### config.mk
export PLATFORM = sky130hd
export DESIGN_NAME = memresp_ctrl
export DESIGN_NICKNAME = d
export VERILOG_FILES = /design/src/rtl/memresp_pkg.sv /design/src/rtl/memresp_snoop_timer.sv /design/src/rtl/memresp_fetch.sv /design/src/rtl/memresp_ctrl.sv
export SDC_FILE = /design/constraint.sdc
export NUM_CORES = 1
export LEC_CHECK = 0
export BUFFER_PORTS_ARGS = -buffer_cell sky130_fd_sc_hd__clkbuf_2
export CORE_ASPECT_RATIO = 2
export CORE_MARGIN = 4
export CORE_UTILIZATION = 38
export DETAILED_ROUTE_END_ITERATION = 10
export GPL_TIMING_DRIVEN = 0
export PLACE_DENSITY = 0.76
export SYNTH_ARGS = -nofsm -noshare
export SYNTH_HDL_FRONTEND = slang
export SYNTH_HIERARCHICAL = 1
export SYNTH_SLANG_ARGS = --single-unit
### constraint.sdc
create_clock -name clk -period 2.25 [get_ports clk]
set_input_delay 0.45 -clock clk [delete_from_list [all_inputs] [get_ports clk]]
set_output_delay 0.45 -clock clk [all_outputs]
set_load 0.05 [all_outputs]
### src/rtl/memresp_pkg.sv
package memresp_pkg;

  localparam logic [1:0] CMD_READ  = 2'b01;
  localparam logic [1:0] CMD_READX = 2'b10;

  typedef enum logic [2:0] {
    ST_IDLE,
    ST_SNOOP,
    ST_HOLD,
    ST_RESP,
    ST_CAPT
  } resp_state_t;

  function automatic logic is_read_cmd(input logic [1:0] cmd);
    return (cmd == CMD_READ) || (cmd == CMD_READX);
  endfunction

  // cycle k after the request carries count k-1
  function automatic logic snoop_due(input int unsigned cnt, input int unsigned dly);
    return (cnt + 1) == dly;
  endfunction

endpackage

### src/rtl/memresp_snoop_timer.sv
module memresp_snoop_timer #(
  parameter int DLY = 5
) (
  input  logic clk,
  input  logic rst_n,
  input  logic start,
  output logic due
);
  import memresp_pkg::*;

  localparam int CW = $clog2(DLY + 1);

  logic [CW-1:0] cnt_q;
  logic          run_q;

  assign due = run_q && snoop_due(32'(cnt_q), DLY);

  always_ff @(posedge clk) begin
    if (!rst_n) begin
      cnt_q <= '0;
      run_q <= 1'b0;
    end else if (start) begin
      cnt_q <= '0;
      run_q <= 1'b1;
    end else if (run_q) begin
      if (due) run_q <= 1'b0;
      else     cnt_q <= cnt_q + 1'b1;
    end
  end

  AST_DUE_ONE_SHOT: assert property (@(posedge clk) disable iff (!rst_n)
    due |=> !due);

endmodule

### src/rtl/memresp_fetch.sv
module memresp_fetch #(
  parameter int DW = 32
) (
  input  logic          clk,
  input  logic          rst_n,
  input  logic          start,
  input  logic          rd_vld,
  input  logic [DW-1:0] rd_data,
  input  logic          drop,
  input  logic          consume,
  output logic          busy,
  output logic          have,
  output logic [DW-1:0] data
);
  logic discard_q;

  always_ff @(posedge clk) begin
    if (!rst_n) begin
      busy      <= 1'b0;
      have      <= 1'b0;
      discard_q <= 1'b0;
      data      <= '0;
    end else if (start) begin
      busy      <= 1'b1;
      have      <= 1'b0;
      discard_q <= 1'b0;
    end else begin
      if (rd_vld && busy) begin
        busy <= 1'b0;
        if (!discard_q && !drop) begin
          have <= 1'b1;
          data <= rd_data;
        end
        discard_q <= 1'b0;
      end else if (drop && busy) begin
        discard_q <= 1'b1;
      end
      if (drop || consume) have <= 1'b0;
    end
  end

  AST_DROP_CLEARS: assert property (@(posedge clk) disable iff (!rst_n)
    drop |=> !have);
  AST_HAVE_EXCL_BUSY: assert property (@(posedge clk) disable iff (!rst_n)
    have |-> !busy);

endmodule

### src/rtl/memresp_ctrl.sv
module memresp_ctrl #(
  parameter int AW        = 16,
  parameter int DW        = 32,
  parameter int TW        = 4,
  parameter int SNOOP_DLY = 5
) (
  input  logic          clk,
  input  logic          rst_n,
  input  logic          req_valid,
  input  logic [1:0]    req_cmd,
  input  logic [TW-1:0] req_tag,
  input  logic [AW-1:0] req_addr,
  input  logic          inhibit_in,
  input  logic          modified_in,
  output logic          mem_rd_req,
  output logic [AW-1:0] mem_rd_addr,
  input  logic          mem_rd_vld,
  input  logic [DW-1:0] mem_rd_data,
  output logic          mem_wr_en,
  output logic [AW-1:0] mem_wr_addr,
  output logic [DW-1:0] mem_wr_data,
  output logic          dbus_req,
  input  logic          dbus_gnt,
  output logic          dbus_drv,
  output logic [TW-1:0] dbus_out_tag,
  output logic [DW-1:0] dbus_out_data,
  input  logic          dbus_in_vld,
  input  logic [TW-1:0] dbus_in_tag,
  input  logic [DW-1:0] dbus_in_data
);
  import memresp_pkg::*;

  localparam int AGW = $clog2(SNOOP_DLY + 2) + 1;

  resp_state_t   state_q, state_d;
  logic [TW-1:0] tag_q;
  logic [AW-1:0] addr_q;
  logic          isx_q;
  logic [AGW-1:0] age_q;

  // named internal events
  logic accept, snoop_due_w, in_window, resolve, cancel, resolve_wb, wb_take;
  logic f_busy, f_have;
  logic [DW-1:0] f_data;

  assign accept      = req_valid && is_read_cmd(req_cmd) && (state_q == ST_IDLE) && !f_busy;
  assign in_window   = ((state_q == ST_SNOOP) && snoop_due_w) || (state_q == ST_HOLD);
  assign resolve     = in_window && !inhibit_in;
  assign cancel      = resolve && modified_in;
  assign resolve_wb  = cancel && !isx_q;
  assign wb_take     = (resolve_wb || (state_q == ST_CAPT)) && dbus_in_vld && (dbus_in_tag == tag_q);

  assign mem_rd_req  = accept;
  assign mem_rd_addr = req_addr;
  assign mem_wr_en   = wb_take;
  assign mem_wr_addr = addr_q;
  assign mem_wr_data = dbus_in_data;

  assign dbus_req      = (state_q == ST_RESP) && f_have && !inhibit_in;
  assign dbus_drv      = dbus_req && dbus_gnt;
  assign dbus_out_tag  = tag_q;
  assign dbus_out_data = f_data;

  memresp_snoop_timer #(.DLY(SNOOP_DLY)) u_timer (
    .clk   (clk),
    .rst_n (rst_n),
    .start (accept),
    .due   (snoop_due_w)
  );

  memresp_fetch #(.DW(DW)) u_fetch (
    .clk     (clk),
    .rst_n   (rst_n),
    .start   (accept),
    .rd_vld  (mem_rd_vld),
    .rd_data (mem_rd_data),
    .drop    (cancel),
    .consume (dbus_drv),
    .busy    (f_busy),
    .have    (f_have),
    .data    (f_data)
  );

  always_comb begin
    state_d = state_q;
    case (state_q)
      ST_IDLE:  if (accept) state_d = ST_SNOOP;
      ST_SNOOP: if (snoop_due_w && inhibit_in) state_d = ST_HOLD;
      ST_RESP:  if (dbus_drv) state_d = ST_IDLE;
      ST_CAPT:  if (wb_take) state_d = ST_IDLE;
      default:  state_d = state_q;
    endcase
    if (resolve) begin
      if (!modified_in)  state_d = ST_RESP;
      else if (isx_q)    state_d = ST_IDLE;
      else if (wb_take)  state_d = ST_IDLE;
      else               state_d = ST_CAPT;
    end
  end

  always_ff @(posedge clk) begin
    if (!rst_n) begin
      state_q <= ST_IDLE;
      tag_q   <= '0;
      addr_q  <= '0;
      isx_q   <= 1'b0;
      age_q   <= '0;
    end else begin
      state_q <= state_d;
      if (accept) begin
        tag_q  <= req_tag;
        addr_q <= req_addr;
        isx_q  <= (req_cmd == CMD_READX);
        age_q  <= AGW'(1);
      end else if ((state_q != ST_IDLE) && (age_q != '1)) begin
        age_q  <= age_q + 1'b1;
      end
    end
  end

  AST_FETCH_STARTED: assert property (@(posedge clk) disable iff (!rst_n)
    accept |=> f_busy);
  AST_SNOOP_AGE: assert property (@(posedge clk) disable iff (!rst_n)
    resolve |-> (32'(age_q) >= SNOOP_DLY));
  AST_DRIVE_AFTER_SNOOP: assert property (@(posedge clk) disable iff (!rst_n)
    dbus_drv |-> (32'(age_q) > SNOOP_DLY));
  AST_HOLD_WHILE_INHIBIT: assert property (@(posedge clk) disable iff (!rst_n)
    (state_q == ST_HOLD && inhibit_in) |=> (state_q == ST_HOLD));
  AST_ONE_DRIVE: assert property (@(posedge clk) disable iff (!rst_n)
    dbus_drv |=> !dbus_drv);
  AST_NO_WB_EXCL: assert property (@(posedge clk) disable iff (!rst_n)
    mem_wr_en |-> !isx_q);
  AST_BUSY_BLOCKS: assert property (@(posedge clk) disable iff (!rst_n)
    (req_valid && (state_q != ST_IDLE)) |-> !mem_rd_req);

endmodule

* Yosys cells after proc, flatten, opt, wreduce, memory -nomap -nowiden *
Cells that the tools add are included.

operators by class
  reductions and logical operators = 36
  $lt $le $gt $ge = 0
  div/mod/pow operators = 0
  mux-type cells = 14
  eq/ne operators = 12
  multipliers = 0
  $add $sub $neg = 2
  bitwise operators = 3
  shift operators = 0

operators with widths
  operator             count
  $eq 32x3->1 const B  1
  $mux 3               8
  $logic_and 1x1->1    17
  $pmux 3 s4           1
  $eq 3x2->1 const B   2
  $ne 3x2->1 const B   2
  $ne 3x3->1 const B   2
  $reduce_or 3->1      2
  $logic_not 1->1      5
  $mux 1               5
  $reduce_and 5->1     1
  $reduce_bool 5->1    1
  $add 3x1->4 const B  1
  $eq 4x4->1           1
  $logic_or 1x1->1     4
  $reduce_and 2->1     2
  $add 3x1->3 const B  1
  $eq 3x1->1 const B   1
  $eq 3x3->1 const B   1
  $logic_not 3->1      1
  $not 1->1            3
  $reduce_and 3->1     1
  $eq 2x1->1 const B   1
  $eq 2x2->1 const B   1
  other kinds (2)      2

storage, ports and cells
  bits in latches = 0
  bits in read-only memories = 0
  memories = 0
  register bits = 63
  output and inout port bits = 104
  logic and storage cells = 77
  input bits = 98
  RAM bits = 0

* Logic depth before layout (Yosys ltp) *
  depth in word-level cells = 15
  mapped depth = 10
  depth with buffers taken out = 10

* Hierarchy *
Netlist, hierarchy kept.

by module, submodules not included
  module               sequential area each (µm²)  area each (µm²)  times used  cells an instance
  memresp_ctrl         480.5                       1,453.9          1           187
  memresp_fetch        700.7                       1,396.3          1           151
  memresp_snoop_timer  80.1                        251.5            1           28

* Least setup slack after synthesis *
OpenSTA, ideal clock, no wires.

  kind = reg2out
  start = register u_timer.cnt_q[0]
  end = output mem_wr_en
  path buffers = 0
  arrival = 2,385 ps
  data required time = 1,800 ps
  cell stages (with the launch flop) = 9
  slack = -585 ps
  cells stage by stage = dfxtp_1 ha_1 nand2b_1 o21ai_0 and3_1 nand3b_1 nand2_1 nand4b_1 a21boi_0

on the way
  longest elaborated chain between the ends = 11

RTL lines
  item                            RTL line                   source
  start, declared                 memresp_snoop_timer.sv:13  logic [CW-1:0] cnt_q;
  start signal, assigned          memresp_snoop_timer.sv:27  else cnt_q <= cnt_q + 1'b1;
  $add 3x1->4                     memresp_pkg.sv:20          return (cnt + 1) == dly;
  $eq 32x3->1                     memresp_pkg.sv:20
  $logic_and 1x1->1               memresp_snoop_timer.sv:16  assign due = run_q && snoop_due(32'(cnt_q), DLY);
  net snoop_due_w                 memresp_ctrl.sv:42         logic accept, snoop_due_w, in_window, resolve, cancel, resolve_wb, wb_take;
  $logic_and 1x1->1               memresp_ctrl.sv:47         assign in_window = ((state_q == ST_SNOOP) && snoop_due_w) || (state_q == ST_HOLD);
  $logic_or 1x1->1                memresp_ctrl.sv:47
  $logic_and 1x1->1               memresp_ctrl.sv:48         assign resolve = in_window && !inhibit_in;
  $logic_and 1x1->1               memresp_ctrl.sv:49         assign cancel = resolve && modified_in;
  $logic_and 1x1->1               memresp_ctrl.sv:50         assign resolve_wb = cancel && !isx_q;
  $logic_or 1x1->1                memresp_ctrl.sv:51         assign wb_take = (resolve_wb || (state_q == ST_CAPT)) && dbus_in_vld && (dbus_in_tag == tag_q);
  $logic_and 1x1->1 (2 in a row)  memresp_ctrl.sv:51
  end, declared                   memresp_ctrl.sv:19         output logic mem_wr_en,

The timed path passes the listed nets, and every way through them passes these cells.

* Worst setup path after layout *
Ends and elaborated chain as after synthesis.

==> results.py <==
metrics = {
    "status": {
        "status": "finished with violations",
        "violations": "setup timing",
    },
    "sta": {
        "relSlewSlack_pct": 65.6,
        "max_freq_mhz": 407,
        "setup-tns-final_ns": -0.207,
        "period_needed_ns": 2.46,
        "fin_ws_ns": -0.207,
        "rsz0062_at_grt": "true",
        "period_share_pct": 109,
        "max_slew.worst_pin.slew_ns": 0.509,
        "hold_violations": 0,
        "fin_skew_ns": 0.00536,
        "maxSlewViolCount": 0,
        "setup_viol": 1,
    },
    "logic_synthesis": {
        "avgSynthCellArea_um2": 8.47,
        "synth_cell_types": 42,
        "synth-main-ff-cell": "dfxtp_1",
        "yosys_warnings": 6,
        "syn-cell-area_mm2": 0.00310,
        "ys_seq_area_share_pct": 40.7,
        "synth_nets": 467,
        "synth-edff-count": 0,
        "ys_async_sr_fraction_pct": 0,
        "ys_seq_elements": 63,
        "synthCells": 366,
    },
    "routing": {
        "dr_total_vias": 3137,
        "totalWireLength_um": 9030,
        "vias_per_cell": 4.72,
        "drtAntennaViolNets": 0,
        "drcViolationCount": 0,
        "drt-pass1-iter-count": 4,
        "wl_per_cell_um": 13.6,
        "drtIter0Drc": 108,
    },
    "critical_path": {
        "critical_path.slowest_cell": "dfxtp_4",
        "cp.arrival_ns": 2.01,
        "worst_setup_path_start_kind": "flop",
        "endpoint_kind": "primary output",
        "crit_chain": "ha_4 > nand2b_4 > o21ai_2 > and3_4 > nand3b_1 > nand2_1 > nand4b_1 > a21boi_2 > buf_8",
        "reg2reg_from": "u_timer/cnt_q[0]",
        "reg2reg_slack_ns": 0.04,
        "crit_family": "simple AND/OR/NAND/NOR gates",
        "worstPathBufferInverterCount": 1,
        "startpoint": "u_timer/cnt_q[0]",
        "r2r_cells": 14,
        "cp_max_fo": 4,
        "r2r-end": "state_q[1]",
        "cpPeakStageDelay_ns": 0.35,
        "critPathKind": "reg -> out",
        "cp_data_required_time_ns": 1.80,
    },
    "placement": {
        "hpwlAfterDp_um": 7210,
        "gp_congestion": 0.846,
        "portBuffers": 169,
        "numPlacedInstances": 631,
    },
    "floorplanning": {
        "io_pins": 202,
        "rows": 46,
        "core_mm2": 0.00794,
        "dieArea_mm2": 0.00976,
        "fp.dieW_um": 71.9,
        "start_util_pct": 39.1,
        "die_y_um": 136,
    },
    "global_routing": {
        "gr-total-overflow": 0,
        "antenna_found_initial": 0,
        "grt_pass1_vias": 3130,
        "grt_use_total_pct": 18.1,
        "grt_max_degree": 16,
        "grt_pass1_wl_um": 13900,
    },
    "clocking": {
        "clk_latency_ns": 0.32,
        "cts_tree": "built",
        "root_buffer": "clkbuf_16",
        "cts_hold_buf": 0,
        "htreeDepth": 3,
        "clockBufferDepth": 2,
        "clock_sinks": 63,
        "cts_buffers": 9,
        "clkTransAtPathRegs_ns": 0.05,
    },
    "final_layout": {
        "final_common_cell": "clkbuf_2",
        "layout_common_cells": "clkbuf_2 (167), nand2_1 (118), buf_4 (63)",
        "fin_util_pct": 58.0,
        "area_delta_synth_final_pct": 48.5,
        "layout.cells.non_filler": 664,
        "n_antenna_cell": 0,
        "drive_above_1_share_pct": 47.9,
        "layout.nets": 664,
    },
    "pwr": {
        "p_total_mw": 3.28,
        "power_density_mw_per_mm2": 713,
        "leakagePower_nw": 2.17,
        "vdd_drop_max_v": 0.000503,
    },
    "job": {
        "drv_cap": 0,
    },
    "hold_path": {
        "holdPathStages": 3,
        "worstHoldPathType": "in -> reg",
        "min_from": "req_tag[1]",
        "hold_path_end": "dbus_out_tag[1]",
    },
}
-- report_power, final --
| group | switching, mW | internal [mW] |
|---|---|---|
| Clock | 0.467 | 0.891 |
| Combinational | 0.490 | 0.247 |
| Sequential | 0.0295 | 1.16 |
| Total | 0.986 | 2.30 |
-- through the flow --
| stage | hold WS, ns | worst slack, ns | area [µm²] |
|---|---|---|---|
| CTS | 0.345 | -0.183 | 4530 |
| detailed placement | 0.446 | -0.218 | 4070 |
| global placement | 0.442 | -0.133 | 4070 |
| finish | 0.355 | -0.207 | 4610 |
| floorplan | 0.431 | 0.0206 | 3110 |
| global route | 0.354 | -0.266 | 4610 |
-- final cells by class --
class                      instances  area (µm²)
clock buffer                      12         246
tap                               96         120
multi-input combinational        231        1380
buffer                            66         510
timing repair buffer             186        1000
clock inverter                     4        53.8
fill                             725        3340
inverter                           6        25.0
sequential                        63        1270
-- kinds of logic after synthesis --
group | after synthesis | synth area share, %
xor gates and xnor gates | 4 | 1.13
DFF | 63 | 40.7
muxes | 35 | 11.3
AOI/OAI and AO/OA | 40 | 8.15
adders and majority gates | 3 | 1.21
buffers and inverters | 72 | 16.1
and+or+nand+nor | 149 | 21.5
-- worst register-to-register path, stage by stage, from the launching register on --
cell,delay [ns]
dfxtp_4,0.35
ha_4,0.16
nand2b_4,0.13
o21ai_2,0.11
and3_4,0.19
nand3b_1,0.12
buf_4,0.16
buf_4,0.12
buf_4,0.12
buf_4,0.12
buf_4,0.12
buf_4,0.12
nor2_2,0.09
o21ai_1,0.07
a31oi_1,0.14
-- Yosys cell counts, types with 2 or more instances --
cell type  count  area [µm²]
nand4b_1       2        17.5
nand3b_1       2        15.0
dfxtp_1       63        1260
a21oi_1       23         115
ha_1           3        37.5
buf_2          2        10.0
and3_1         2        12.5
o21ai_0        3        15.0
xnor2_1        4        35.0
nor4_1         2        12.5
o21a_1         2        15.0
clkbuf_1       5        18.8
buf_4         48         360
nand2b_1       4        25.0
buf_6          6        67.6
a31oi_1        2        12.5
nor2_1         6        22.5
o311ai_1       2        17.5
nor2b_1        3        18.8
inv_1          5        18.8
buf_1          5        18.8
mux2i_1       35         350
nand2_1      118         443
-- worst max-delay path by stage --
stage	end	slack (ns)	depth (start not counted)
after floorplan	mem_wr_en	0.02	8
after global placement	mem_rd_req	-0.13	8
after detailed placement	u_fetch/data[21]	-0.22	10
after CTS	mem_wr_en	-0.18	9
after global routing	mem_wr_en	-0.27	9
final	mem_wr_en	-0.21	9
-- per-layer routing --
layer	global-route usage (%)	vias to the layer above	routed length (µm)
met3	5.13	23	905
met4	9.21	0	272
met1	16.5	1393	2900
li1	-	1547	-
met5	0	-	0
met2	34.8	174	4940
-- registers in the layout (all words and copies together), names as in the netlist --
name,count
u_fetch/busy,1
dbus_out_tag,4
u_fetch/have,1
u_fetch/data,32
u_fetch/discard_q,1
state_q,3
isx_q,1
mem_wr_addr,16
u_timer/run_q,1
u_timer/cnt_q,3
-- what timing repair did --
item / 4_1_cts / 5_1_grt
pin swaps: 10 / 9
cloned: 0 / 0
endpoints found under the setup margin: 33 / 33
resized for setup: 15 / 16
setup buffers: 14 / 6
No activity file was read; power rests on OpenSTA's default activity.
